$ cat src/rtl/lcd_scan_sequencer.sv
module lcd_scan_sequencer #(
  parameter int ROWS  = 40,
  parameter int COLS  = 101,
  parameter int FRAME = 3072
) (
  input  logic                 clk,
  input  logic                 rst,
  input  logic                 pwr_down,
  input  logic                 cmd_we,
  input  logic [1:0]           cmd_mode,
  output logic [2:0]           rd_bank,
  output logic [2:0]           rd_bit,
  input  logic [COLS-1:0]      line_data,
  output logic [ROWS-1:0]      row_sel,
  output logic                 frame_pol,
  output logic [3*ROWS-1:0]    row_lvl,
  output logic [3*COLS-1:0]    col_lvl
);

  localparam int RW       = $clog2(ROWS);
  localparam int AW       = $clog2(FRAME + ROWS + 1);
  localparam int SLOT_MIN = FRAME / ROWS;
  localparam int SLOT_MAX = SLOT_MIN + ((FRAME % ROWS) != 0 ? 1 : 0);

  localparam logic [2:0] LV_VDD  = 3'd0;
  localparam logic [2:0] LV_V2   = 3'd1;
  localparam logic [2:0] LV_V3   = 3'd2;
  localparam logic [2:0] LV_V4   = 3'd3;
  localparam logic [2:0] LV_V5   = 3'd4;
  localparam logic [2:0] LV_VLCD = 3'd5;

  logic [1:0]    rst_cnt;
  logic [RW-1:0] row_q;
  logic [AW-1:0] acc_q;
  logic          pol_q;
  logic [1:0]    mode_q;

  wire          ready    = (rst_cnt == 2'd2);
  wire          scan_en  = ready && !pwr_down;
  wire [AW-1:0] acc_sum  = acc_q + AW'(ROWS);
  wire          advance  = (acc_sum >= AW'(FRAME));
  wire          last_row = (row_q == RW'(ROWS - 1));

  always_ff @(posedge clk) begin
    if (rst) begin
      rst_cnt <= 2'd0;
      row_q   <= '0;
      acc_q   <= '0;
      pol_q   <= 1'b0;
      mode_q  <= 2'b00;
    end else begin
      if (!ready) rst_cnt <= rst_cnt + 2'd1;
      if (ready && cmd_we) mode_q <= cmd_mode;
      if (scan_en) begin
        acc_q <= advance ? acc_sum - AW'(FRAME) : acc_sum;
        if (advance) begin
          row_q <= last_row ? '0 : row_q + RW'(1);
          if (last_row) pol_q <= ~pol_q;
        end
      end
    end
  end

  assign rd_bank   = 3'(row_q >> 3);
  assign rd_bit    = row_q[2:0];
  assign frame_pol = pol_q;

  for (genvar r = 0; r < ROWS; r++) begin : g_row
    wire active = ready && (row_q == RW'(r));
    assign row_sel[r] = active && !pwr_down;
    assign row_lvl[3*r +: 3] = pwr_down ? LV_VDD :
                               active   ? (pol_q ? LV_VLCD : LV_VDD) :
                                          (pol_q ? LV_V2   : LV_V5);
  end

  for (genvar c = 0; c < COLS; c++) begin : g_col
    wire lit = mode_q[1] ? (line_data[c] ^ mode_q[0]) : mode_q[0];
    assign col_lvl[3*c +: 3] = pwr_down ? LV_VDD :
                               lit      ? (pol_q ? LV_VDD : LV_VLCD) :
                                          (pol_q ? LV_V3  : LV_V4);
  end

  logic [AW-1:0] slot_cnt;
  logic [RW-1:0] row_next;
  assign row_next = !(scan_en && advance) ? row_q : (last_row ? '0 : row_q + RW'(1));

  always_ff @(posedge clk) begin
    if (rst) slot_cnt <= '0;
    else if (row_next != row_q) slot_cnt <= '0;
    else if (scan_en) slot_cnt <= slot_cnt + AW'(1);
  end

  assert_row_onehot_R1: assert property (@(posedge clk) disable iff (rst)
    $onehot0(row_sel));

  assert_slot_len_R1: assert property (@(posedge clk) disable iff (rst)
    (row_next != row_q) |-> (slot_cnt >= AW'(SLOT_MIN - 1) && slot_cnt <= AW'(SLOT_MAX - 1)));

  assert_pol_wrap_R2: assert property (@(posedge clk) disable iff (rst)
    (frame_pol != $past(frame_pol)) |-> (row_q == '0 && $past(row_q) == RW'(ROWS - 1)));

  assert_pd_outputs_R7: assert property (@(posedge clk) disable iff (rst)
    pwr_down |-> (row_sel == '0 && row_lvl == '0 && col_lvl == '0));

  assert_pd_freeze_R7: assert property (@(posedge clk) disable iff (rst)
    pwr_down |=> ($stable(row_q) && $stable(acc_q) && $stable(frame_pol)));

  assert_busy_cmd_R8: assert property (@(posedge clk) disable iff (rst)
    (!ready && cmd_we) |=> (mode_q == $past(mode_q)));

  assert_busy_hold_R8: assert property (@(posedge clk) disable iff (rst)
    !ready |=> (row_q == '0 && frame_pol == 1'b0));

endmodule

$ cat config.mk
export PLATFORM = sky130hd
export DESIGN_NAME = lcd_scan_sequencer
export DESIGN_NICKNAME = d
export VERILOG_FILES = /design/src/rtl/lcd_scan_sequencer.sv
export SDC_FILE = /design/constraint.sdc
export NUM_CORES = 1
export LEC_CHECK = 0
export BUFFER_PORTS_ARGS = -buffer_cell sky130_fd_sc_hd__buf_2
export CAP_MARGIN = 20
export CORE_AREA = 2 2 226 228
export DETAILED_ROUTE_END_ITERATION = 12
export DIE_AREA = 0 0 228 230
export GPL_ROUTABILITY_DRIVEN = 0
export SLEW_MARGIN = 15
export SYNTH_ARGS = -nofsm -noshare
export SYNTH_HDL_FRONTEND = slang
export SYNTH_SLANG_ARGS = --single-unit
$ cat constraint.sdc
create_clock -name clk -period 9.3 [get_ports clk]
set_input_delay 1.86 -clock clk [delete_from_list [all_inputs] [get_ports clk]]
set_output_delay 1.86 -clock clk [all_outputs]
set_load 0.005 [all_outputs]
== After elaboration in Yosys (flattened, before gate mapping) ==
Cells that the tools add are included.
Word-level totals
  word-level logic and storage cells: 627
  register bits: 23
Cells by class
  reductions and logical operators: 86
  $add $sub $neg: 4
  bitwise operators: 102
  equality and inequality tests: 40
  magnitude comparators: 1
  muxes and demuxes: 389
Operators by type and width (count)
  2-to-1 mux 3 bit: 285
  2-to-1 mux 1 bit: 102
  bitwise XOR 1 bit: 101
  equality test 6 x 5 -> 1 bit, second input constant: 16
  logical AND 1 bit: 82
  equality test 6 x 4 -> 1 bit, second input constant: 8
  equality test 6 bit, second input constant: 8
  equality test 6 x 3 -> 1 bit, second input constant: 4
  adder 12 x 6 -> 12 bit, second input constant: 1
  equality test 6 x 2 -> 1 bit, second input constant: 2
  >= comparator 12 bit, second input constant: 1
  2-to-1 mux 12 bit: 1
  subtractor 12 bit, second input constant: 1
  adder 6 x 1 -> 6 bit, second input constant: 1
  equality test 6 x 1 -> 1 bit, second input constant: 1
  zero test 6 bit: 1
  2-to-1 mux 6 bit: 1
  AND reduction 3 bit: 1
  adder 2 x 1 -> 2 bit, second input constant: 1
  equality test 2 bit, second input constant: 1
  AND reduction 2 bit: 1
  zero test 1 bit: 1
  NOT 1 bit: 1

== Longest topological paths before layout ==
Gate-level depths: netlist of run 1.
  depth in word-level cells: 4
  mapped depth: 9
  depth with buffers taken out: 7

== Least setup slack after synthesis of run 1 ==
OpenSTA, ideal clock, no wires.
  path type: input port to output port
  start: input port pwr_down
  end: output port col_lvl[102]
  data arrival time: 4851 ps
  cell stages on the path: 4
  path slack: 2589 ps
  path buffers: 3
  cells stage by stage: clkbuf_1 -> nor2_1 -> clkbuf_1 -> buf_4
Between the ends
  word-level cells in the longest chain between the ends: 1
RTL lines
  from (decl): RTL line 8  | input logic pwr_down,
  2-to-1 mux 3 bit: RTL line 78  | assign col_lvl[3*c +: 3] = pwr_down ? LV_VDD :
  to (decl): RTL line 17  | output logic [3*COLS-1:0] col_lvl
Every way passes these cells.

== Final worst setup path of run 1 ==
  start: input port pwr_down
  end: output port row_sel[37]
Between the ends
  word-level cells in the longest chain between the ends: 2
RTL lines
  zero test 1 bit: RTL line 70  | assign row_sel[r] = active && !pwr_down;
  logical AND 1 bit: RTL line 70
  to (decl): RTL line 14  | output logic [ROWS-1:0] row_sel,
Every way passes these cells.

==> results of run 1 <==
==> cells in the final DEF (no fill, tap or decap), drive strengths merged <==
master   synthesis  final
a211oi           1      1
a21oi           11     11
a22oi            1      1
a2bb2oi         33     33
a32oi            1      1
and2           113    113
and2b            1      1
and3             4      4
and4             1      1
buf            202    544
clkbuf          39      3
clkinv           0      1
conb             1     40
dfxtp           20     20
ha               6      6
inv              4      4
mux2             3      3
nand2          123    123
nand2b           4      4
nand3           10     10
nand3b           1      1
nand4            3      3
nor2           183    183
nor2b            6      6
nor3             4      4
nor3b            1      1
o211a            1      1
o211ai           4      4
o21a             1      1
o21ai            7      7
o311ai           1      1
o31ai            1      1
or3              1      1
or3b             1      1
xnor2          105    105
xor2            11     11
==> area by class of cell <==
class	count	area [µm²]	share of cell area [%]
multi-input combinational	683	3980	49.1
inverter	4	15.0	0.186
clock inverter	1	3.75	0.0464
sequential	20	408	5.04
tap	672	841	10.4
timing repair buffer	544	2770	34.3
clock buffer	3	75.1	0.928
==> registers in the layout, indices dropped and copies added, names as in the netlist <==
signal	count
acc_q	9
row_q	6
mode_q	2
rst_cnt	2
frame_pol	1
==> worst max-delay path: cells and delay by family <==
| kind | cells | cell delay [ns] |
|---|---|---|
| AND/OR/NAND/NOR | 3 | 1.48 |
| buffers and inverters | 3 | 0.83 |
==> kinds of logic (layout without fill, tap and decap cells) <==
family / Yosys count / in the layout / share of synthesized area [%]
xor+xnor: 116 / 116 / 17.4
mux: 3 / 3 / 0.707
compound gates: 62 / 62 / 8.61
simple gates: 456 / 456 / 37.3
flops: 20 / 20 / 6.85
other cells: 1 / 40 / 0.0642
buf+inv: 245 / 552 / 27.8
fa+ha+maj: 6 / 6 / 1.29
==> power by group through the flow <==
stage	clock, mW	sequential, mW	combinational [mW]
6_report	0.0907	0.110	0.436
5_1_grt	0.0960	0.112	0.482
4_1_cts	0.0930	0.110	0.438
3_5_place_dp	0	0.112	0.435
3_3_place_gp	0	0.111	0.437
2_1_floorplan	0	0.0990	0.303
==> worst min-delay path by stage <==
stage	startpoint	to	cells after the start
6_report	rst_cnt[1]$_SDFFE_PP0P_	rst_cnt[1]$_SDFFE_PP0P_	2
5_1_grt	acc_q[4]$_SDFFE_PP0N_	acc_q[4]$_SDFFE_PP0N_	2
2_1_floorplan	rst_cnt[1]$_SDFFE_PP0P_	rst_cnt[1]$_SDFFE_PP0P_	2
4_1_cts	rst_cnt[1]$_SDFFE_PP0P_	rst_cnt[1]$_SDFFE_PP0P_	2
3_5_place_dp	rst_cnt[1]$_SDFFE_PP0P_	rst_cnt[1]$_SDFFE_PP0P_	2
3_3_place_gp	rst_cnt[1]$_SDFFE_PP0P_	rst_cnt[1]$_SDFFE_PP0P_	2
==> routing by layer <==
metal / global-route usage [%] / routed length [µm]
met1: 11.2 / 10700
met2: 16.3 / 13000
met3: 1.07 / 1570
met4: 0.756 / 166
met5: 0 / 24
==> through the flow <==
| step | hold WS (ns) | util (%) | power (mW) |
|---|---|---|---|
| floorplan | 0.458 | - | 0.402 |
| global placement | 0.469 | 16.0 | 0.548 |
| detailed placement | 0.484 | 16.0 | 0.547 |
| CTS | 0.498 | 16.2 | 0.641 |
| global route | 0.532 | 16.2 | 0.690 |
| finish | 0.494 | 16.2 | 0.636 |
==> out/summary.txt, run 1 <==
outcome = complete, no violations
CP endpoint kind = primary output
largest net degree at the start of global routing = 168
cell area after placement = 0.00798 mm²
post-place setup slack = 3.12 ns
height of the die = 230 µm
wire per inst = 13.2 µm
HP Class = flop to flop
global-route wire length before repair = 36400 µm
# rows = 82
core area = 0.0499 mm²
slowest CP cell = nor2b_1
clock sink count = 20
filler cell count = 5815
Die ar. = 0.0524 mm²
power share of the clock group = 14.3%
IO Port Bufs = 536
die width = 228 µm
most common cell in the synthesized netlist = buf_4
Main synth FF type = dfxtp_1
routed via count = 6619
maximum clock frequency = 161 MHz
setup ws final = 3.10 ns
Antenna Cells = 0
Seq/Total Area, Yosys = 6.85%
number of max-cap violations = 0
sw frac = 46.1%
Reg2Reg Setup Slack = 7.07 ns
post-DP HPWL = 21000 µm
CP max stage delay = 0.69 ns
initial antenna violation count = 2
Critical Path RT = 7.44 ns
Final Non-Filler Cells = 1927
post-route setup TNS = 0 ns
final setup fails = 0
H-tree levels = 1
fin crit share = 66.7%
Post-DRT Antenna Nets = 0
first drt pass iteration count = 4
Root Driver = clkbuf_16
synth top area cells = buf_4, xnor2_1, and2_1, nor2_1, nand2_1
Combinational Power Share = 68.5%
Initial Util = 11.7%
Synth async-reset ratio = 0%
Routed WL = 25500 µm
most frequent cells after synthesis = buf_4, nor2_1, nand2_1
Internal Power = 343 µW
Post CTS Setup Buffer Count = 0
total track usage = 8.80%
Reg clk slew, reported paths = 0.06 ns
Slew Viols, Final = 0
I/O pins = 577
Psw = 293 µW
synthesized cell area = 0.00584 mm²
Gates resized, CTS repair = 0
number of synthesized flops with an enable pin = 0
CTS tree = done
area added between synthesis and finish = 38.5%
cts-stage hold buffer count = 0
Final nets = 1369
layout cells sized above 1 = 45.9%
peak supply drop = 65.6 µV
Worst Max-Slew Pin Slew = 1.18 ns
P_leak = 4.12 nW
placed cells = 1921
Worst setup SP type = input pin
CTS Buf Count = 3
minimum clock period = 6.20 ns
Setup Skew = 0.00214 ns
Worst Setup EP = row_sel[37]
most frequent CP cell = buf_4
initial DRC count = 327
CP Cell Sequence = buf_4 > buf_4 > nor2b_1 > nand2_1 > nor2_1 > buf_2
area share of the largest cell type after synthesis = 23.1%
Ys Warns = 0
GRT Residual Overflow = 0
Worst R2R Start = rst_cnt[0]$_SDFFE_PP0P_
Worst Path Arrival = 4.34 ns
R2R depth = 6
vias in the first global route = 6001
vias per cell = 3.43
Mapped Cells = 909
clk_lat worst skew = 0.25 ns
sequential power share = 17.2%
post-synth top area cell = buf_4
CP Max Fanout = 77
number of remaining DRC errors = 0
Critical R2R Capture = frame_pol$_SDFFE_PP0P_
synthesized flop and latch total = 20
count of cell types in the netlist = 47
final instance area = 0.00809 mm²
final hold vios = 0
RSZ-0062 raised after global routing = false
clock buffer depth = 2
Slew HR = 21.1%
Setup CP Type = input pin to primary output
synthesized area per cell = 6.43 µm²
Crit. Startpoint = pwr_down
power density over the cells = 78.6 mW/mm²
Power figures use the tool's default switching activity.
==> run 2: changes to the inputs <==
- CORE_AREA: 2 2 226 228 -> 2 2 227 229
- DIE_AREA: 0 0 228 230 -> 0 0 229 231
- clock period: 9.3 -> 5.24 ns (I/O delays scaled with it)
==> run 2 against run 1 <==
Compared with the run above:
- worst hold slack improved by 0.0072 ns
- largest cell class unchanged
- die area rose by 0.88%
- design area rose by 1.4%
- via count rose by 1.9%
- highest routed layer unchanged
- clock power rose by 140%
==> out/summary.txt, run 2 (synthesis gave the netlist of run 1 again) <==
Regs by FF count = acc_q (9), row_q (6)
Crit path depth = 5 (-1)
Critical R2R Capture = frame_pol$_SDFFE_PP0P_
Worst Path Arrival = 2.75 ns (-1.59 ns)
most frequent cells in the layout = buf_2, nor2_1, nand2_1, and2_1, xnor2_1
Slew HR = 36.7% (+16 points)
number of max-cap violations = 0 (unchanged)
FF/Latch Area = 408 µm² (unchanged)
clock sink count = 20 (unchanged)
final hold vios = 0 (unchanged)
Gates resized, CTS repair = 0 (unchanged)
Routed met3 length = 2560 µm (+63%)
CTS tree = done
P_leak = 4.17 nW (+1.4%)
Routed WL = 24900 µm (-2.5%)
global-route wire length before repair = 34900 µm (-4.2%)
CP endpoint kind = primary output
Top reg by flops = acc_q
Multi-input gate area = 0.00398 mm² (unchanged)
H-tree levels = 1 (unchanged)
minimum clock period = 3.80 ns
area added between synthesis and finish = 40.4%
outcome = complete, no violations
peak supply drop = 106 µV (+62%)
Root Driver = clkbuf_16
cts-stage hold buffer count = 0 (unchanged)
height of the die = 231 µm (+0.43%)
initial DRC count = 298 (-8.9%)
wire per inst = 12.8 µm (-3.4%)
number of remaining DRC errors = 0 (unchanged)
vias per cell = 3.47 (+1.0%)
CTS Buf Count = 3 (unchanged)
initial antenna violation count = 3 (+1)
max FFs per register = 9 (unchanged)
Post CTS Setup Buffer Count = 0 (unchanged)
Post-Route Utilization = 16.2% (-0.042 points)
Worst R2R Start = rst_cnt[0]$_SDFFE_PP0P_
CP Cell Sequence = buf_4 > or3_1 > nor2_1 > a2bb2oi_1 > buf_2
Slew Viols, Final = 0 (unchanged)
Crit path max-delay family = simple AND/OR/NAND/NOR gates
most common cell after layout, fill and taps aside = buf_2
final setup fails = 0 (unchanged)
slowest CP cell = or3_1
clk_lat worst skew = 0.26 ns (about the same)
Setup CP Type = input pin to primary output
filler cell count = 5909 (+1.6%)
Setup Skew = 0.00211 ns (-0.0000324 ns)
Reg2Reg Setup Slack = 3.12 ns (-3.95 ns)
largest net degree at the start of global routing = 151 (-10%)
total track usage = 8.43% (-0.37 points)
GRT Residual Overflow = 0 (unchanged)
Reg clk slew, reported paths = 0.06 ns (about the same)
Die ar. = 0.0529 mm² (+0.88%)
power density over the cells = 145 mW/mm² (+84%)
fin crit share = 72.6%
die width = 229 µm (+0.44%)
maximum clock frequency = 263 MHz
CP max stage delay = 0.64 ns (-0.05 ns)
length of routed wiring on met1 = 10300 µm (-3.8%)
total power = 1.19 mW (+87%)
I/O pins = 577 (unchanged)
Worst Setup EP = row_lvl[11]
routed via count = 6748 (+1.9%)
Worst setup SP type = input pin
layout cells sized above 1 = 46.3% (+0.42 points)
CP Max Fanout = 36 (-53%)
IO Port Bufs = 536 (unchanged)
Critical Path RT = 4.19 ns (-3.25 ns)
Initial Util = 11.5% (-0.19 points)
Post-DRT Antenna Nets = 0 (unchanged)
vias in the first global route = 5652 (-5.8%)
clock buffer depth = 2 (unchanged)
post-route setup TNS = 0 ns (unchanged)
met2 wire length = 11700 µm (-9.9%)
core area = 0.0507 mm² (+1.6%)
# rows = 83 (+1.2%)
Worst Max-Slew Pin Slew = 0.945 ns (-0.232 ns)
post-DP HPWL = 20300 µm (-3.1%)
R2R depth = 7 (+1)
first drt pass iteration count = 5 (+1)
HP Class = flop to flop
Final nets = 1377 (+0.58%)
worst path bufs/invs = 2 (-1)
top sig layer = met5
Crit. Startpoint = pwr_down
RSZ-0062 raised after global routing = false
## run 2: changes by cell type in the layout (fill, tap and decap cells not counted), sizes merged
| cell | change |
|---|---|
| bufinv | +1 |
| clkinv | -1 |
| diode | +2 |
| buf | +8 |
## run 2: final cells by class
cell class	count	share of cell area [%]
Clock buffer	3	0.915
Inverter	4	0.183
Clock inverter	1	0.366
Multi-Input combinational cell	683	48.5
Tap cell	680	10.4
Timing Repair Buffer	552	34.7
Sequential cell	20	4.97
Antenna cell	2	0.0610
## run 2: layer usage
metal,vias up,track usage [%]
met5,-,0
met4,4,1.06
met3,19,2.14
met1,2988,11.0
li1,3320,-
met2,417,14.3
## run 2: tightest hold or removal path: cells and delay by family, from the launching register on
family,cells,cell delay (ns)
and+or+nand+nor,1,0.07
DFF,1,0.33
AOI/OAI and AO/OA,1,0.05
## run 2: report_power, final
part           switching [mW]  total, mW  internal [mW]
sequential             0.0425      0.208          0.165
combinational           0.416      0.767          0.351
clock                  0.0625      0.214          0.152
total                   0.521       1.19          0.668
## run 2: stage by stage
| step | cell area (µm²) | cells | setup WS [ns] | hold WS, ns |
|---|---|---|---|---|
| after floorplan | 5990 | 948 | 0.153 | 0.458 |
| after global placement | 8090 | 1939 | 1.36 | 0.470 |
| after detailed placement | 8090 | 1939 | 1.33 | 0.488 |
| after CTS | 8190 | 1943 | 1.34 | 0.498 |
| after global routing | 8200 | 1943 | 1.26 | 0.541 |
| final | 8200 | 1945 | 1.44 | 0.501 |
## run 2: how the worst min path moves through the flow
stage / cells after the start / from / endpoint
after floorplan: 2 / rst_cnt[1]$_SDFFE_PP0P_ / rst_cnt[1]$_SDFFE_PP0P_
after global placement: 2 / rst_cnt[1]$_SDFFE_PP0P_ / rst_cnt[1]$_SDFFE_PP0P_
after detailed placement: 2 / acc_q[4]$_SDFFE_PP0N_ / acc_q[4]$_SDFFE_PP0N_
after CTS: 2 / acc_q[4]$_SDFFE_PP0N_ / acc_q[4]$_SDFFE_PP0N_
after global routing: 2 / acc_q[4]$_SDFFE_PP0N_ / acc_q[4]$_SDFFE_PP0N_
final: 2 / acc_q[4]$_SDFFE_PP0N_ / acc_q[4]$_SDFFE_PP0N_
==> run 3: changes to the inputs <==
- clock period: 5.24 -> 3.95 ns (I/O delays scaled with it)
==> run 3 against run 2 <==
Compared with the run above:
- cell count increased by 0.36%
- sequential power increased by 27%
- worst hold slack got worse by 0.011 ns
- die area unchanged
- critical path type is now flop to primary output
- combinational power increased by 36%
- largest cell class unchanged
- highest routed layer is now met4
- via count increased by 0.64%
==> out/summary.txt, run 3 (synthesis gave the netlist of run 1 again) <==
outcome = complete, no violations
peak supply drop = 150 µV (+41%)
global-route wire length before repair = 34500 µm (-0.99%)
CP max stage delay = 0.62 ns (-0.02 ns)
final hold vios = 0 (unchanged)
Worst setup SP type = flop
max FFs per register = 9 (unchanged)
final setup fails = 0 (unchanged)
P_leak = 4.22 nW (+1.0%)
clock sink count = 20 (unchanged)
initial antenna violation count = 3 (unchanged)
Setup Skew = 0.00686 ns (+0.00475 ns)
Root Driver = clkbuf_16
Final nets = 1384 (+0.51%)
H-tree levels = 1 (unchanged)
Initial Util = 11.5% (unchanged)
Post-DRT Antenna Nets = 0 (unchanged)
CP endpoint kind = primary output
clk_lat worst skew = 0.25 ns (about the same)
post-DP HPWL = 20700 µm (+1.7%)
area added between synthesis and finish = 41.6%
total track usage = 8.28% (-0.14 points)
initial DRC count = 330 (+11%)
maximum clock frequency = 301 MHz
total power = 1.59 mW (+33%)
Post CTS Setup Buffer Count = 0 (unchanged)
post-route setup TNS = 0 ns (unchanged)
Setup CP Type = flop to primary output
Die ar. = 0.0529 mm² (unchanged)
Reg clk slew, reported paths = 0.06 ns (about the same)
most common cell after layout, fill and taps aside = buf_2
number of remaining DRC errors = 0 (unchanged)
number of max-cap violations = 0 (unchanged)
CP Cell Sequence = inv_1 > ha_1 > nand2b_2 > or3_1 > buf_4 > nor2_1 > a2bb2oi_1 > buf_2
Regs by FF count = acc_q (9), row_q (6)
Worst Path Arrival = 2.53 ns (-0.22 ns)
HP Class = flop to flop
worst path bufs/invs = 3 (+1)
power density over the cells = 192 mW/mm² (+32%)
first drt pass iteration count = 4 (-1)
die width = 229 µm (unchanged)
Crit path max-delay family = simple AND/OR/NAND/NOR gates
minimum clock period = 3.32 ns
Gates resized, CTS repair = 0 (unchanged)
most frequent cells in the layout = buf_2, nor2_1, nand2_1, and2_1, xnor2_1
largest net degree at the start of global routing = 139 (-7.9%)
Slew HR = 50.9% (+14 points)
IO Port Bufs = 536 (unchanged)
cts-stage hold buffer count = 0 (unchanged)
routed via count = 6791 (+0.64%)
layout cells sized above 1 = 46.6% (+0.30 points)
height of the die = 231 µm (unchanged)
# rows = 83 (unchanged)
CTS Buf Count = 3 (unchanged)
I/O pins = 577 (unchanged)
core area = 0.0507 mm² (unchanged)
slowest CP cell = or3_1
Critical Path RT = 3.16 ns (-1.03 ns)
Routed WL = 24700 µm (-0.61%)
clock buffer depth = 2 (unchanged)
Top reg by flops = acc_q
CTS tree = done
fin crit share = 84.0%
vias in the first global route = 5713 (+1.1%)
RSZ-0062 raised after global routing = false
Slew Viols, Final = 0 (unchanged)
GRT Residual Overflow = 0 (unchanged)
Worst Max-Slew Pin Slew = 0.737 ns (-0.208 ns)
wire per inst = 12.7 µm (-0.97%)
vias per cell = 3.48 (+0.28%)
CP Max Fanout = 10 (-72%)
## run 3: changes by cell type in the layout (fill, tap and decap cells not counted), sizes merged
cell | before | now
buf | 552 | 559
## run 3: worst paths after layout
| check | to | start | slack (ns) | cells past startpoint |
|---|---|---|---|---|
| max reg2reg | frame_pol$_SDFFE_PP0P_ | rst_cnt[0]$_SDFFE_PP0P_ | 1.78 | 7 |
| min reg2reg | rst_cnt[1]$_SDFFE_PP0P_ | rst_cnt[1]$_SDFFE_PP0P_ | 0.49 | 2 |
| min | rst_cnt[1]$_SDFFE_PP0P_ | rst_cnt[1]$_SDFFE_PP0P_ | 0.49 | 2 |
| max | row_lvl[20] | rst_cnt[0]$_SDFFE_PP0P_ | 0.63 | 8 |
## run 3: cell type report
class	count	area (µm²)
Sequential cell	20	408
Clock inverter	1	30.0
Clock buffer	3	75.1
Multi-Input combinational cell	683	3980
Inverter	4	15.0
Fill cell	5957	42400
Antenna cell	2	5.00
Timing Repair Buffer	559	2910
Tap cell	680	851
## run 3: per-layer routing
layer	global-route usage [%]	vias to the layer above	share of wire (%)
met5	0	-	0
met4	1.06	0	1.1
met3	1.05	16	7.7
met2	14.0	397	46
met1	11.5	3047	45
li1	-	3331	-
## run 3: worst register-to-register path: stages, from the launching register on
cell      delay [ns]
dfxtp_1         0.32
inv_1           0.05
ha_1            0.37
nand2b_1        0.24
nor2_1          0.21
nand4_1         0.31
a21oi_2         0.27
mux2_4          0.31
## run 3: stage by stage
step                      instance area (µm²)  hold slack, ns  util [%]  cells  setup slack, ns
after floorplan                          5990           0.458         -    948            0.351
after CTS                                8260           0.495      16.3   1950            0.628
final                                    8270           0.490      16.3   1952            0.630
after detailed placement                 8160           0.481      16.1   1946            0.718
after global routing                     8270           0.527      16.3   1951            0.473
after global placement                   8160           0.470      16.1   1946            0.710
## run 3: power breakdown
part           switching (mW)  internal (mW)
Sequential             0.0449          0.219
Clock                  0.0800          0.201
Combinational           0.566          0.475
Total                   0.691          0.895
